[config.mk]
export PLATFORM = sky130hd
export DESIGN_NAME = peak_level_monitor
export DESIGN_NICKNAME = d
export VERILOG_FILES = /design/src/rtl/plm_pkg.sv /design/src/rtl/plm_level_classify.sv /design/src/rtl/plm_peak_hold.sv /design/src/rtl/peak_level_monitor.sv
export SDC_FILE = /design/constraint.sdc
export NUM_CORES = 1
export LEC_CHECK = 0
export BUFFER_PORTS_ARGS = -buffer_cell sky130_fd_sc_hd__buf_2
export CORE_UTILIZATION = 51
export DETAILED_ROUTE_END_ITERATION = 10
export PLACE_DENSITY = 0.74
export SYNTH_ARGS = -nofsm -noshare
export SYNTH_HDL_FRONTEND = slang
export SYNTH_HIERARCHICAL = 1
export SYNTH_SLANG_ARGS = --single-unit
[constraint.sdc]
create_clock -name clk -period 5.6 [get_ports clk]
set_clock_uncertainty 0.2 [all_clocks]
set_input_delay 0.56 -clock clk [delete_from_list [all_inputs] [get_ports clk]]
set_output_delay 0.56 -clock clk [all_outputs]
set_load 0.05 [all_outputs]
[src/rtl/plm_pkg.sv]
package plm_pkg;
  typedef logic [2:0] level_t;
  localparam int NUM_BINS = 6;
  localparam int NUM_CH   = 2;
  localparam level_t CLIP_CODE = 3'd7;

  // 10^(-n/20) in 16-bit fixed point, n = 1..6
  function automatic int unsigned bin_ratio_q16(input int n);
    case (n)
      1: return 58409;
      2: return 52057;
      3: return 46396;
      4: return 41350;
      5: return 36854;
      default: return 32846;
    endcase
  endfunction
endpackage

[src/rtl/plm_level_classify.sv]
module plm_level_classify
  import plm_pkg::*;
#(
  parameter int SAMPLE_W = 20
) (
  input  logic [SAMPLE_W-1:0] sample,
  output level_t              code,
  output logic                clip
);
  localparam logic [SAMPLE_W-1:0] FULL_POS = {1'b0, {(SAMPLE_W-1){1'b1}}};
  localparam logic [SAMPLE_W-1:0] MOST_NEG = {1'b1, {(SAMPLE_W-1){1'b0}}};

  function automatic logic [SAMPLE_W-1:0] sat_abs(input logic [SAMPLE_W-1:0] s);
    if (s == MOST_NEG) return FULL_POS;
    if (s[SAMPLE_W-1]) return SAMPLE_W'(-s);
    return s;
  endfunction

  function automatic logic [SAMPLE_W-1:0] bin_threshold(input int n);
    logic [63:0] prod;
    prod = 64'(FULL_POS) * 64'(bin_ratio_q16(n));
    return SAMPLE_W'(prod >> 16);
  endfunction

  logic [SAMPLE_W-1:0] mag;
  logic [NUM_BINS-1:0] above;

  assign mag = sat_abs(sample);

  genvar g;
  generate
    for (g = 1; g <= NUM_BINS; g++) begin : g_bin
      localparam logic [SAMPLE_W-1:0] THR = bin_threshold(g);
      assign above[g-1] = (mag >= THR);
    end
  endgenerate

  assign clip = (mag == FULL_POS);
  assign code = clip ? CLIP_CODE : level_t'($countones(above));
endmodule

[src/rtl/plm_peak_hold.sv]
module plm_peak_hold
  import plm_pkg::*;
(
  input  logic   clk,
  input  logic   rst_n,
  input  logic   upd,
  input  level_t code,
  input  logic   clr,
  output level_t held
);
  logic raise;
  assign raise = upd && (code > held);

  always_ff @(posedge clk) begin
    if (!rst_n)   held <= '0;
    else if (clr) held <= upd ? code : '0;
    else if (raise) held <= code;
  end


  no_decay_chk: assert property (@(posedge clk) disable iff (!rst_n)
    !clr |=> held >= $past(held));

  rise_to_code_chk: assert property (@(posedge clk) disable iff (!rst_n)
    (!clr && upd && code > held) |=> held == $past(code));

  clear_zero_chk: assert property (@(posedge clk) disable iff (!rst_n)
    (clr && !upd) |=> held == '0);

  fold_on_clear_chk: assert property (@(posedge clk) disable iff (!rst_n)
    (clr && upd) |=> held == $past(code));

  idle_hold_chk: assert property (@(posedge clk) disable iff (!rst_n)
    (!clr && !upd) |=> $stable(held));
endmodule

[src/rtl/peak_level_monitor.sv]
module peak_level_monitor
  import plm_pkg::*;
#(
  parameter int SAMPLE_W = 20
) (
  input  logic                clk,
  input  logic                rst_n,
  input  logic                smp_valid,
  input  logic                smp_right,
  input  logic [SAMPLE_W-1:0] smp_data,
  input  logic                rd_clr,
  output logic [7:0]          status
);
  level_t new_code;
  logic   new_clip;
  level_t held [NUM_CH];
  logic   ch_upd [NUM_CH];

  plm_level_classify #(.SAMPLE_W(SAMPLE_W)) u_classify (
    .sample (smp_data),
    .code   (new_code),
    .clip   (new_clip)
  );

  genvar c;
  generate
    for (c = 0; c < NUM_CH; c++) begin : g_ch
      assign ch_upd[c] = smp_valid && (smp_right == (c == 1));
      plm_peak_hold u_hold (
        .clk   (clk),
        .rst_n (rst_n),
        .upd   (ch_upd[c]),
        .code  (new_code),
        .clr   (rd_clr),
        .held  (held[c])
      );
    end
  endgenerate

  assign status = {2'b00, held[1], held[0]};


  clip_code_chk: assert property (@(posedge clk) disable iff (!rst_n)
    (new_clip && smp_valid && !smp_right) |=> status[2:0] == CLIP_CODE);

  right_isolated_chk: assert property (@(posedge clk) disable iff (!rst_n)
    (!rd_clr && smp_valid && !smp_right) |=> $stable(status[5:3]));
endmodule

==> run_results.csv <==
group,metric,value,unit
run_status,outcome,"finished clean",
clocking,cts_buffer_depth,2,
clocking,clock-sinks,6,
final_layout,final_cell_area,2400,um^2
setup_path,worst-setup-path-type,"input pin to register",
detailed_routing,ant_nets,0,
final_layout,fin_cells,354,
clocking,cts_buffers,3,
detailed_routing,vias,2085,
clocking,htree_num_levels,1,
global_routing,grt_pass1_vias,1747,
final_layout,fin_nets,346,
synth,avgSynthCellArea,7.02,um^2
floorplanning,dieWidth,60.9,um
detailed_routing,wl_per_cell,14.6,um
placed_design,placed_cells,345,
power,power_leakage,1.05,nW
floorplanning,pin_count,33,
floorplanning,die-area,3710,um^2
global_routing,grt_max_degree,24,
synth,yosys_warnings,6,
detailed_routing,drt-initial-drc-count,153,
global_routing,track_usage,26.2,%
timing,hold_viol_final,0,
timing,period_share,98.4,%
placed_design,place_hpwl,3.82,mm
clocking,clkLatencyLatePin,0.24,ns
setup_path,endpoint_kind,"register",
final_layout,fillers,280,
run,drv_cap,0,
setup_path,critPathMaxFanout,8,
timing,finalCriticalPeriod,5.51,ns
global_routing,grt_pass1_wl,7.51,mm
setup_path,crit_arrival,5.48,ns
clocking,cts_tree,"built",
detailed_routing,drc,0,
detailed_routing,viasPerCell,5.89,
timing,slew_violations,0,
placed_design,io_buffers,30,
setup_path,crit_top_cell,"fa_1",
final_layout,layout-drive-gt1-share,36.7,%
timing,fmax,182,MHz
synth,synthCells,252,
final_layout,top_register,"g_ch.u_hold/held",
synth,syn-cell-area,1770,um^2
setup_path,cp-start-kind,"input pin",
setup_path,crit_chain,"buf_6 > or4_4 > o41ai_4 > xor2_1 > nand3_1 > a2111o_1 > a21oi_2 > fa_1 > fa_1 > inv_1 > ha_2 > fa_1 > nand2b_4 > ha_4 > a31oi_4 > a31oi_4 > mux2i_1",
setup_path,worst_path_max_delay_cell,"or4_4",
worst_hold_path,hold_class,"register to register",
placed_design,placed_area,2180,um^2
setup_path,required,5.57,ns
setup_path,cpPeakStageDelay,0.61,ns
clocking,hold_buffers,0,
floorplanning,core,3340,um^2
floorplanning,initial_core_util,53.0,%
final_layout,reg_top3,"g_ch.u_hold/held x6",
detailed_routing,first_pass_iters,4,
placed_design,gp_congestion,0.905,
final_layout,final-seq-area,120,um^2
power,p_per_area,193,nW/um^2
power,vdd_drop_max,0.241,mV
global_routing,antenna_found_initial,0,
timing,rsz0062_at_grt,"true",
global_routing,grt-ovfl-total,0,
final_layout,multi_input_area,1660,um^2
clocking,clk_pin_slew,0.04,ns
final_layout,largest_reg_flops,6,
detailed_routing,wl,5.16,mm
power,finalPower,0.464,mW
final_layout,diodes,0,
floorplanning,rows,21,
timing,setup_viol,0,
final_layout,postLayoutCoreUtil,72.1,%
clocking,clk_root_buffer_cell,"clkbuf_4",
setup_path,ff2ff_setup_slack,4.05,ns
final_layout,area_growth_syn_to_layout,35.9,%
floorplanning,die_height,60.9,um
[final timing paths]
kind / from / end / cells past startpoint
max: smp_data[4] / g_ch[1].u_hold/held[0] / 17
max reg2reg: g_ch[1].u_hold/held[2] / g_ch[1].u_hold/held[0] / 6
min reg2reg: g_ch[0].u_hold/held[2] / g_ch[0].u_hold/held[2] / 2
min: g_ch[0].u_hold/held[2] / g_ch[0].u_hold/held[2] / 2
[where the power goes]
group	switching, mW	internal (mW)	total [mW]
clock	0.0146	0.0242	0.0388
combinational	0.204	0.167	0.371
sequential	0.00479	0.0493	0.0541
total	0.223	0.241	0.464
[metrics by stage]
stage,hold slack (ns),setup slack [ns],TNS (ns)
3_3_place_gp,0.260,-0.136,-0.812
2_1_floorplan,0.484,-0.0478,-0.287
4_1_cts,0.280,0.00749,0
6_report,0.275,0.0906,0
5_1_grt,0.295,-0.115,-0.630
3_5_place_dp,0.273,-0.269,-1.56
[critical path, delay by kind of cell]
kind	cells	cell delay, ns
xor+xnor	1	0.35
simple gates	3	0.95
fa+ha+maj	5	1.91
buf+inv	2	0.13
compound gates	5	1.34
mux	1	0.21
[cells in the final DEF (no fill, tap or decap), drive strengths merged, types with 7 or more instances in the layout]
master	n
a21oi	9
buf	69
ha	8
inv	24
mux2i	8
nand2	28
nand3	7
nor2	22
nor3	9
o21ai	11
o41ai	7
or3	8
[what timing repair did]
item	4_1_cts	5_1_grt
endpoints found under the hold margin	0	0
gates resized for setup	0	25
pin swaps	2	21
cloned	0	1
buffers inserted	1	4
setup endpoints to repair	6	6
[layer usage]
metal	routed length [um]	global-route usage, %	vias up
met5	0	0	-
met2	2590	47.4	64
li1	-	-	1045
met1	2310	35.0	968
met3	194	1.28	8
met4	68	4.22	0
[final cells by class]
| cell class | count | share of cell area, % |
|---|---|---|
| clock buffers | 3 | 0.937 |
| repair buffers | 69 | 18.9 |
| well taps | 46 | 2.39 |
| multi-input cells | 206 | 69.0 |
| inverters | 24 | 3.75 |
| flip-flops and latches | 6 | 4.99 |
Note: power is estimated with default switching activity, not from simulation.
